[config.mk]
export PLATFORM = sky130hd
export DESIGN_NAME = blkdev_ctrl_regs
export DESIGN_NICKNAME = d
export VERILOG_FILES = /design/src/rtl/blkdev_pkg.sv /design/src/rtl/blkdev_decode.sv /design/src/rtl/blkdev_cfg_regs.sv /design/src/rtl/blkdev_state_fsm.sv /design/src/rtl/blkdev_ctrl_regs.sv
export SDC_FILE = /design/constraint.sdc
export NUM_CORES = 1
export LEC_CHECK = 0
export BUFFER_PORTS_ARGS = -buffer_cell sky130_fd_sc_hd__buf_2
export CAP_MARGIN = 20
export CORE_UTILIZATION = 45
export DETAILED_ROUTE_END_ITERATION = 8
export GPL_TIMING_DRIVEN = 1
export PLACE_DENSITY = 0.67
export SETUP_SLACK_MARGIN = 0.5
export SLEW_MARGIN = 30
export SYNTH_ARGS = -nofsm -noshare
export SYNTH_HDL_FRONTEND = slang
export SYNTH_SLANG_ARGS = --single-unit
[constraint.sdc]
create_clock -name clk -period 3.1 [get_ports clk]
set_input_delay 0.31 -clock clk [delete_from_list [all_inputs] [get_ports clk]]
set_output_delay 0.31 -clock clk [all_outputs]
set_load 0.03 [all_outputs]
[src/rtl/blkdev_pkg.sv]
// Package: shared state, register-select and operation encodings for the
// block storage register front-end. Assumes 32-bit registers on word offsets.
package blkdev_pkg;

    localparam int unsigned NUM_REGS = 9;

    typedef enum logic [2:0] {
        ST_IDLE   = 3'd0,
        ST_BUSY   = 3'd1,
        ST_RD_OK  = 3'd2,
        ST_WR_OK  = 3'd3,
        ST_RD_ERR = 3'd4,
        ST_WR_ERR = 3'd5
    } bd_state_e;

    typedef enum logic [3:0] {
        SEL_BUF_LO    = 4'd0,
        SEL_COUNT     = 4'd1,
        SEL_LBA       = 4'd2,
        SEL_OP        = 4'd3,
        SEL_STATUS    = 4'd4,
        SEL_IRQ_EN    = 4'd5,
        SEL_SIZE      = 4'd6,
        SEL_BLK_BYTES = 4'd7,
        SEL_BUF_HI    = 4'd8,
        SEL_NONE      = 4'd15
    } bd_sel_e;

    localparam logic [31:0] OPC_READ  = 32'd1;
    localparam logic [31:0] OPC_WRITE = 32'd2;

    // Terminal outcome test used by interrupt gating and acknowledge logic
    function automatic logic is_terminal(input bd_state_e st);
        return (st == ST_RD_OK) || (st == ST_WR_OK) ||
               (st == ST_RD_ERR) || (st == ST_WR_ERR);
    endfunction

endpackage

[src/rtl/blkdev_decode.sv]
// Module: blkdev_decode
// Maps a byte offset to a register select and flags illegal accesses
// (misaligned, unmapped, write to read-only, read of write-only).
// Assumes ADDR_W >= 6 so that every mapped offset is reachable.
module blkdev_decode
    import blkdev_pkg::*;
#(
    parameter int ADDR_W = 6
) (
    input  logic [ADDR_W-1:0] addr,
    input  logic              write,
    output bd_sel_e           sel,
    output logic              err
);
    localparam int IDX_W = ADDR_W - 2;

    logic [IDX_W-1:0] word_idx;
    logic             misaligned;

    assign word_idx   = addr[ADDR_W-1:2];
    assign misaligned = |addr[1:0];

    // Word index to register select; anything past the map is unmapped
    always_comb begin
        sel = SEL_NONE;
        if (!misaligned) begin
            case (word_idx)
                IDX_W'(0): sel = SEL_BUF_LO;
                IDX_W'(1): sel = SEL_COUNT;
                IDX_W'(2): sel = SEL_LBA;
                IDX_W'(3): sel = SEL_OP;
                IDX_W'(4): sel = SEL_STATUS;
                IDX_W'(5): sel = SEL_IRQ_EN;
                IDX_W'(6): sel = SEL_SIZE;
                IDX_W'(7): sel = SEL_BLK_BYTES;
                IDX_W'(8): sel = SEL_BUF_HI;
                default:   sel = SEL_NONE;
            endcase
        end
    end

    // Access legality by direction
    always_comb begin
        err = (sel == SEL_NONE);
        if (write && (sel == SEL_STATUS || sel == SEL_SIZE || sel == SEL_BLK_BYTES))
            err = 1'b1;
        if (!write && sel == SEL_OP)
            err = 1'b1;
    end


    decode_legal_chk: assert final ((sel != SEL_NONE) || err);

endmodule

[src/rtl/blkdev_cfg_regs.sv]
// Module: blkdev_cfg_regs
// Holds the transfer configuration (buffer address, count, first block) and
// the interrupt enable. Configuration is only written in idle; the enable
// is writable at any time. Assumes wr_en is already qualified as legal.
module blkdev_cfg_regs
    import blkdev_pkg::*;
#(
    parameter int DATA_W = 32
) (
    input  logic                clk,
    input  logic                rst_n,
    input  logic                wr_en,
    input  bd_sel_e             sel,
    input  logic [DATA_W-1:0]   wdata,
    input  logic                idle,
    output logic [2*DATA_W-1:0] buf_addr,
    output logic [DATA_W-1:0]   count,
    output logic [DATA_W-1:0]   lba,
    output logic [DATA_W-1:0]   irq_en
);
    logic cfg_we;
    assign cfg_we = wr_en && idle;

    // Protected configuration registers, written only while idle
    always_ff @(posedge clk) begin
        if (!rst_n) begin
            buf_addr <= '0;
            count    <= '0;
            lba      <= '0;
        end else if (cfg_we) begin
            case (sel)
                SEL_BUF_LO: buf_addr[DATA_W-1:0]        <= wdata;
                SEL_BUF_HI: buf_addr[2*DATA_W-1:DATA_W] <= wdata;
                SEL_COUNT:  count                       <= wdata;
                SEL_LBA:    lba                         <= wdata;
                default: ;
            endcase
        end
    end

    // Interrupt enable, writable in every state, resets enabled
    always_ff @(posedge clk) begin
        if (!rst_n)
            irq_en <= DATA_W'(1);
        else if (wr_en && sel == SEL_IRQ_EN)
            irq_en <= wdata;
    end


    cfg_frozen_chk: assert property (@(posedge clk) disable iff (!rst_n)
        !idle |=> $stable(buf_addr) && $stable(count) && $stable(lba));

endmodule

[src/rtl/blkdev_state_fsm.sv]
// Module: blkdev_state_fsm
// Control state that is also the visible status code. Launches the engine,
// records its outcome and returns to idle on a status acknowledge.
// Assumes eng_done is a single-cycle strobe from the engine.
module blkdev_state_fsm
    import blkdev_pkg::*;
(
    input  logic      clk,
    input  logic      rst_n,
    input  logic      go,
    input  logic      go_read,
    input  logic      ack_rd,
    input  logic      done,
    input  logic      fail,
    output bd_state_e state,
    output logic      start,
    output logic      dir_read
);
    // State, launch pulse and latched direction
    always_ff @(posedge clk) begin
        if (!rst_n) begin
            state    <= ST_IDLE;
            start    <= 1'b0;
            dir_read <= 1'b0;
        end else begin
            start <= 1'b0;
            case (state)
                ST_IDLE: if (go) begin
                    state    <= ST_BUSY;
                    start    <= 1'b1;
                    dir_read <= go_read;
                end
                ST_BUSY: if (done) begin
                    if (dir_read) state <= fail ? ST_RD_ERR : ST_RD_OK;
                    else          state <= fail ? ST_WR_ERR : ST_WR_OK;
                end
                default: if (ack_rd) state <= ST_IDLE;
            endcase
        end
    end


    start_pulse_chk: assert property (@(posedge clk) disable iff (!rst_n)
        start |=> !start);


    start_busy_chk: assert property (@(posedge clk) disable iff (!rst_n)
        start |-> state == ST_BUSY);


    ack_idle_chk: assert property (@(posedge clk) disable iff (!rst_n)
        (is_terminal(state) && ack_rd) |=> state == ST_IDLE);


    outcome_entry_chk: assert property (@(posedge clk) disable iff (!rst_n)
        (is_terminal(state) && !is_terminal($past(state)))
            |-> ($past(state) == ST_BUSY && $past(done)));

endmodule

[src/rtl/blkdev_ctrl_regs.sv]
// Module: blkdev_ctrl_regs (top)
// Register front-end of a block storage DMA controller: decodes bus
// accesses, returns registered responses, launches the transfer engine,
// exposes its outcome as status and gates the level interrupt.
// Assumes one request per cycle with no back-pressure.
module blkdev_ctrl_regs
    import blkdev_pkg::*;
#(
    parameter int          ADDR_W      = 6,
    parameter logic [31:0] DEV_BLOCKS  = 32'h0004_0000,
    parameter logic [31:0] BLOCK_BYTES = 32'd512
) (
    input  logic              clk,
    input  logic              rst_n,
    input  logic              bus_valid,
    input  logic              bus_write,
    input  logic [ADDR_W-1:0] bus_addr,
    input  logic [31:0]       bus_wdata,
    output logic              rsp_valid,
    output logic [31:0]       rsp_rdata,
    output logic              rsp_err,
    output logic              eng_start,
    output logic              eng_read,
    output logic [63:0]       eng_buf_addr,
    output logic [31:0]       eng_count,
    output logic [31:0]       eng_lba,
    input  logic              eng_done,
    input  logic              eng_fail,
    output logic              irq
);
    localparam int DATA_W = 32;

    bd_sel_e     sel;
    logic        dec_err;
    bd_state_e   state;
    logic        idle;
    logic        acc_ok;
    logic        wr_ok;
    logic        go;
    logic        go_read;
    logic        ack_rd;
    logic [31:0] irq_en;
    logic [31:0] rd_mux;

    blkdev_decode #(.ADDR_W(ADDR_W)) u_decode (
        .addr  (bus_addr),
        .write (bus_write),
        .sel   (sel),
        .err   (dec_err)
    );

    assign idle    = (state == ST_IDLE);
    assign acc_ok  = bus_valid && !dec_err;
    assign wr_ok   = acc_ok && bus_write;
    assign go_read = (bus_wdata == OPC_READ);
    assign go      = wr_ok && (sel == SEL_OP) && idle &&
                     ((bus_wdata == OPC_READ) || (bus_wdata == OPC_WRITE));
    assign ack_rd  = acc_ok && !bus_write && (sel == SEL_STATUS);

    blkdev_cfg_regs #(.DATA_W(DATA_W)) u_cfg (
        .clk      (clk),
        .rst_n    (rst_n),
        .wr_en    (wr_ok),
        .sel      (sel),
        .wdata    (bus_wdata),
        .idle     (idle),
        .buf_addr (eng_buf_addr),
        .count    (eng_count),
        .lba      (eng_lba),
        .irq_en   (irq_en)
    );

    blkdev_state_fsm u_fsm (
        .clk      (clk),
        .rst_n    (rst_n),
        .go       (go),
        .go_read  (go_read),
        .ack_rd   (ack_rd),
        .done     (eng_done),
        .fail     (eng_fail),
        .state    (state),
        .start    (eng_start),
        .dir_read (eng_read)
    );

    // Read data selection for legal reads
    always_comb begin
        case (sel)
            SEL_BUF_LO:    rd_mux = eng_buf_addr[31:0];
            SEL_BUF_HI:    rd_mux = eng_buf_addr[63:32];
            SEL_COUNT:     rd_mux = eng_count;
            SEL_LBA:       rd_mux = eng_lba;
            SEL_STATUS:    rd_mux = {29'd0, state};
            SEL_IRQ_EN:    rd_mux = irq_en;
            SEL_SIZE:      rd_mux = DEV_BLOCKS;
            SEL_BLK_BYTES: rd_mux = BLOCK_BYTES;
            default:       rd_mux = '0;
        endcase
    end

    // Registered bus response, one cycle after each request
    always_ff @(posedge clk) begin
        if (!rst_n) begin
            rsp_valid <= 1'b0;
            rsp_err   <= 1'b0;
            rsp_rdata <= '0;
        end else begin
            rsp_valid <= bus_valid;
            rsp_err   <= bus_valid && dec_err;
            rsp_rdata <= (acc_ok && !bus_write) ? rd_mux : '0;
        end
    end

    // Level interrupt gated by the enable register
    assign irq = (irq_en != '0) && is_terminal(state);


    rsp_follow_chk: assert property (@(posedge clk) disable iff (!rst_n)
        rsp_valid |-> $past(bus_valid));


    err_no_start_chk: assert property (@(posedge clk) disable iff (!rst_n)
        (bus_valid && dec_err) |=> !eng_start);


    irq_not_busy_chk: assert property (@(posedge clk) disable iff (!rst_n)
        irq |-> !eng_start);

endmodule

# Word level (Yosys, flattened, before mapping)
# Memories as Yosys holds them, arrays and structs flattened.
# Index checks and enable logic that the tools add are counted.
# totals
mem_bits_ro	64
word_cells	76
output_inout_bits	165
input_bits	44
mem_count	1
ff_bits	199
# op_classes
muxes	12
reduce_logical	34
n_eq_ne	18
# mem_list
memory	words	width	read_ports	rd_clocked_by_memory_dff	write_ports	line	rtl
(no name shown)	16	4	1	0	0	blkdev_decode.sv:27	case (word_idx)
# ops
cell	n
32-bit case mux with 8 select lines	1
32-bit by 1-bit == test with 1-bit output, second input constant	1
32-bit by 2-bit == test with 1-bit output, second input constant	1
32-bit nonzero test	1
3-bit 2-to-1 mux	6
4-bit by 3-bit == test with 1-bit output, second input constant	4
2-bit AND reduction	7
1-bit logical AND	13
4-bit by 2-bit == test with 1-bit output, second input constant	2
4-bit == test, second input constant	2
3-bit by 2-bit == test with 1-bit output, second input constant	2
3-bit == test, second input constant	2
1-bit logical OR	6
3-bit case mux with 2 select lines	1
4-bit by 1-bit == test with 1-bit output, second input constant	1
4-bit zero test	1
4-bit 2-to-1 mux	1
3-bit by 1-bit == test with 1-bit output, second input constant	1
3-bit zero test	1
1-bit 2-to-1 mux	3
3-bit AND reduction	1
3-bit nonzero test	1
1-bit zero test	2
2-bit by 1-bit inequality test with 1-bit output, second input constant	1
2 further kinds	2

# Longest topological paths before layout
# depth
word_depth	16
mapped_depth	8
mapped_depth_nobuf	4

# Hierarchy
# A second synthesis with hierarchy kept.
# hier_totals
hier_cells	809
area_unflattened_um2	8090.3
# by_module_without_submodules
mod	seq_area_each_um2	cells_each	n_inst	area_each_um2
blkdev_cfg_regs	3203.1	560	1	5808.1
blkdev_ctrl_regs	680.7	215	1	1974.4
blkdev_state_fsm	100.1	20	1	220.2
blkdev_decode	0.0	14	1	87.6

# Worst setup path after synthesis
# Ideal clock, no wire load.
# synth_path
path_type	input to register
from	in bus_addr[2]
to	reg u_cfg.lba[10]
setup_ps	72
path_buffers	3
required_time_ps	3028
path_stages	7
path_slack_ps	1177
arrival_ps	1851
path_cell_list	buf_2 -> or4_4 -> nor2_2 -> and3_1 -> buf_2 -> buf_4 -> mux2i_1
# synth_between
elab_chain_len	13
word_cells_on_any_way	19
cone_classes	eq/ne: 6; mux: 3; reduce/logical: 9; memory: 1
# synth_lines
element	line	rtl
start: declaration	blkdev_ctrl_regs.sv:17	input logic [ADDR_W-1:0] bus_addr,
memory 16 x 4 bit *	-	
4-bit 2-to-1 mux *	blkdev_decode.sv:26	if (!misaligned) begin
4-bit by 3-bit == test with 1-bit output	blkdev_decode.sv:45	if (write && (sel == SEL_STATUS || sel == SEL_SIZE || sel == SEL_BLK_BYTES))
1-bit logical OR (2 in series)	blkdev_decode.sv:45	
1-bit logical AND	blkdev_decode.sv:45	
1-bit 2-to-1 mux	blkdev_decode.sv:45	
1-bit 2-to-1 mux	blkdev_decode.sv:47	if (!write && sel == SEL_OP)
1-bit zero test	blkdev_ctrl_regs.sv:53	assign acc_ok = bus_valid && !dec_err;
1-bit logical AND	blkdev_ctrl_regs.sv:53	
1-bit logical AND	blkdev_ctrl_regs.sv:54	assign wr_ok = acc_ok && bus_write;
1-bit logical AND	blkdev_cfg_regs.sv:22	assign cfg_we = wr_en && idle;
2-bit AND reduction (no source line) *	-	
end signal: assignment	blkdev_cfg_regs.sv:35	SEL_LBA: lba <= wdata;
end: declaration	blkdev_cfg_regs.sv:18	output logic [DATA_W-1:0] lba,
# Every way passes the cells marked *; elsewhere a longest branch is shown, timed or not.
# A chain may end at the register's enable or synchronous reset.

# Final worst setup path
# layout_path
from	reg u_cfg.irq_en[7]
to	out irq
# layout_between
elab_chain_len	2
# layout_lines
element	line	rtl
start: declaration	blkdev_cfg_regs.sv:19	output logic [DATA_W-1:0] irq_en
start signal: assignment	blkdev_cfg_regs.sv:46	irq_en <= wdata;
32-bit nonzero test	blkdev_ctrl_regs.sv:115	assign irq = (irq_en != '0) && is_terminal(state);
1-bit logical AND	blkdev_ctrl_regs.sv:115	
end: declaration	blkdev_ctrl_regs.sv:29	output logic irq
# Every way passes these cells.

==> metrics.txt <==
largest net degree at the start of global routing=199; status=finished clean; vias in the first global route=6,598; Post-synth EDFFs=0; Vias/cell=5.63; cts hold-fix bufs=0; Synth cell types=49; Port-buffer cells=208; share of layout cells above drive strength 1=0.267; Clock Tree Buf Depth=2; # fillers=1,597; type of the worst setup path=reg2out; Final period util=0.691; nets=1,060; Tot GR Track Use=0.261; slew of the pin with the lowest slew margin=0.876 ns; Syn Inst Count=839; Layout area overhead=22.6%; placed cell area=9300 sq um; syn_area_per_cell=9.61 sq um; relative slew slack=0.416; Synth Net Count=883; Synth Cell Area=8070 sq um; Power Total=4980 uW; Startpoint Class=register; fin. max-slew vios=0; Initial Util=0.463; DR WL/cell=18.9 microns; Die ar.=18,500 sq um; Yosys reg bits=199; arrival time worst endpoint=1.83 ns; H-tree Lvls=4; io pins=209; final worst setup slack=0.957 ns; Post-Place Worst Slack=0.661 ns; CTS Sinks=199; antenna violations before repair=0; Pre-antenna DRT Iters=6; clock buffer count from CTS=17; die height=136 microns; CP Data Required Time=2.79 ns; most common flop cell mapped by yosys=dfxtp_1; asr flop ratio synth=0; Yosys warning total=0; Die W=136 microns; initial drt markers=775; final setup violation count=0; Reg clk slew, reported paths=0.07 ns; Worst Hold Class=in2reg; VDD IR max=0.388 mV; DRT Wirelength=23,800 microns; DPL Wire Length=15,900 microns; global-route wire length before repair=36,700 microns; power per cell area=504 nW/um^2; CP max FO=3; Hold Slack=0.151 ns; RSZ-0062 raised after global routing=false; leak pwr=0.00459 uW; clk_lat worst skew=0.44 ns; sequential area share after synthesis=0.494; number of remaining DRC errors=0; Hold Fails Final Rpt=0; clock root buffer=clkbuf_16; # rows=48; GPL Wtd Cong=0.829; Post-CTS Setup Bufs=0; post-CTS sizing=0; Overflow after GRT=0; Fmax=467 MHz; Routed Antenna Nets=0; R2R Setup Slk=1.40 ns; Core ar.=17,400 sq um; DR vias=7,064; max-cap violations=0; Critical Path End Type=primary output; TritonCTS clock tree=done; Setup TNS Final=0 ns; time the worst path needs with I/O delays and setup=2.14 ns; skew final=0.00945 ns; cell area after layout=9890 sq um
-- flip-flops by register name (all words and copies together) (netlist names) --
| signal | cells |
|---|---|
| rsp_rdata | 32 |
| rsp_err | 1 |
| u_cfg.count | 32 |
| rsp_valid | 1 |
| u_cfg.buf_addr | 64 |
| u_fsm.dir_read | 1 |
| u_fsm.state | 3 |
| u_fsm.start | 1 |
| u_cfg.lba | 32 |
| u_cfg.irq_en | 32 |
-- per-layer routing --
metal,up-vias,GRT usage,part of all wire
met3,33,0.0433,0.064
met5,-,0,0
met1,3369,0.358,0.45
met2,267,0.414,0.47
li1,3395,-,-
met4,0,0.0883,0.021
-- cells in the final DEF (no fill, tap or decap), types with 17 or more instances in the layout --
master / synthesis / layout
nand2_1: 166 / 166
dfxtp_1: 199 / 199
a21oi_1: 29 / 29
clkbuf_16: 0 / 17
a222oi_1: 28 / 28
nand3_1: 37 / 36
mux2i_1: 130 / 130
buf_2: 17 / 207
o21ai_0: 32 / 32
a21boi_0: 25 / 25
a22oi_1: 35 / 35
buf_4: 4 / 17
-- metrics by stage --
stage | util | cells
after floorplan | - | 839
after global placement | 0.534 | 1222
after detailed placement | 0.534 | 1222
after CTS | 0.567 | 1254
after global routing | 0.567 | 1254
final | 0.568 | 1255
-- cell families (layout without fill, tap and decap cells) --
kind of cell           Yosys count  count (layout)  share of synthesized area
AO/OA/AOI/OAI                  168             168                      0.146
XOR/XNOR                         1               1                    0.00109
buffers and inverters           73             263                     0.0413
flip-flops                     199             199                      0.494
multiplexers                   133             133                      0.166
other                            0               1                          0
AND/OR/NAND/NOR                265             265                      0.152
-- path summary, 6_finish.rpt --
path,from,end,cells after the start
max,u_cfg.irq_en[7],irq,5
max reg2reg,u_fsm.state[2],u_cfg.lba[15],5
min reg2reg,u_cfg.buf_addr[30],u_cfg.buf_addr[30],2
min,bus_valid,rsp_valid,3
-- cells in the mapped netlist, drive strengths merged (2+ instances only) --
master    n  area [sq um]
and2      3          18.8
mux2      3          33.8
a22oi    35           263
a21oi    29           145
a21boi   32           240
and3      3          18.8
buf      27           160
nand4     5          31.3
nor3b     3          33.8
nand2   166           623
inv       2          7.51
or4       2          18.8
nor3      7          51.3
nor4     16           100
a31oi     3          18.8
o21ai    32           160
o211ai    2          15.0
nor2     11          43.8
nor2b     2          12.5
mux2i   130          1300
a222oi   28           280
nand2b    2          12.5
nand3    39           205
dfxtp   199          3980
clkbuf   44           165
-- report_power, final --
| group | internal, uW | total [uW] | leakage [uW] | switching [uW] |
|---|---|---|---|---|
| combinational | 54.5 | 192 | 0.00269 | 137 |
| clock | 1180 | 2230 | 0.000289 | 1050 |
| sequential | 2560 | 2560 | 0.00160 | 1.27 |
| total | 3790 | 4980 | 0.00459 | 1190 |
-- final cells by class --
cell class,instances,area (sq um),area share
Antenna cell,1,2.50,0.000253
Inverter,2,7.51,0.000759
Clock buffer,19,453,0.0458
Clock inverter,13,135,0.0137
Timing Repair Buffer,229,1250,0.127
Tap cell,225,282,0.0285
Sequential cell,199,3980,0.403
Multi-Input combinational cell,567,3770,0.381
-- critical path: stages (launching register included) --
cell and delay [ns]:
dfxtp_1 0.36, nor4_1 0.47, nand4_1 0.19, nor2_1 0.12, nor3_1 0.06, buf_2 0.20
Note: power is estimated with default switching activity, not from simulation.
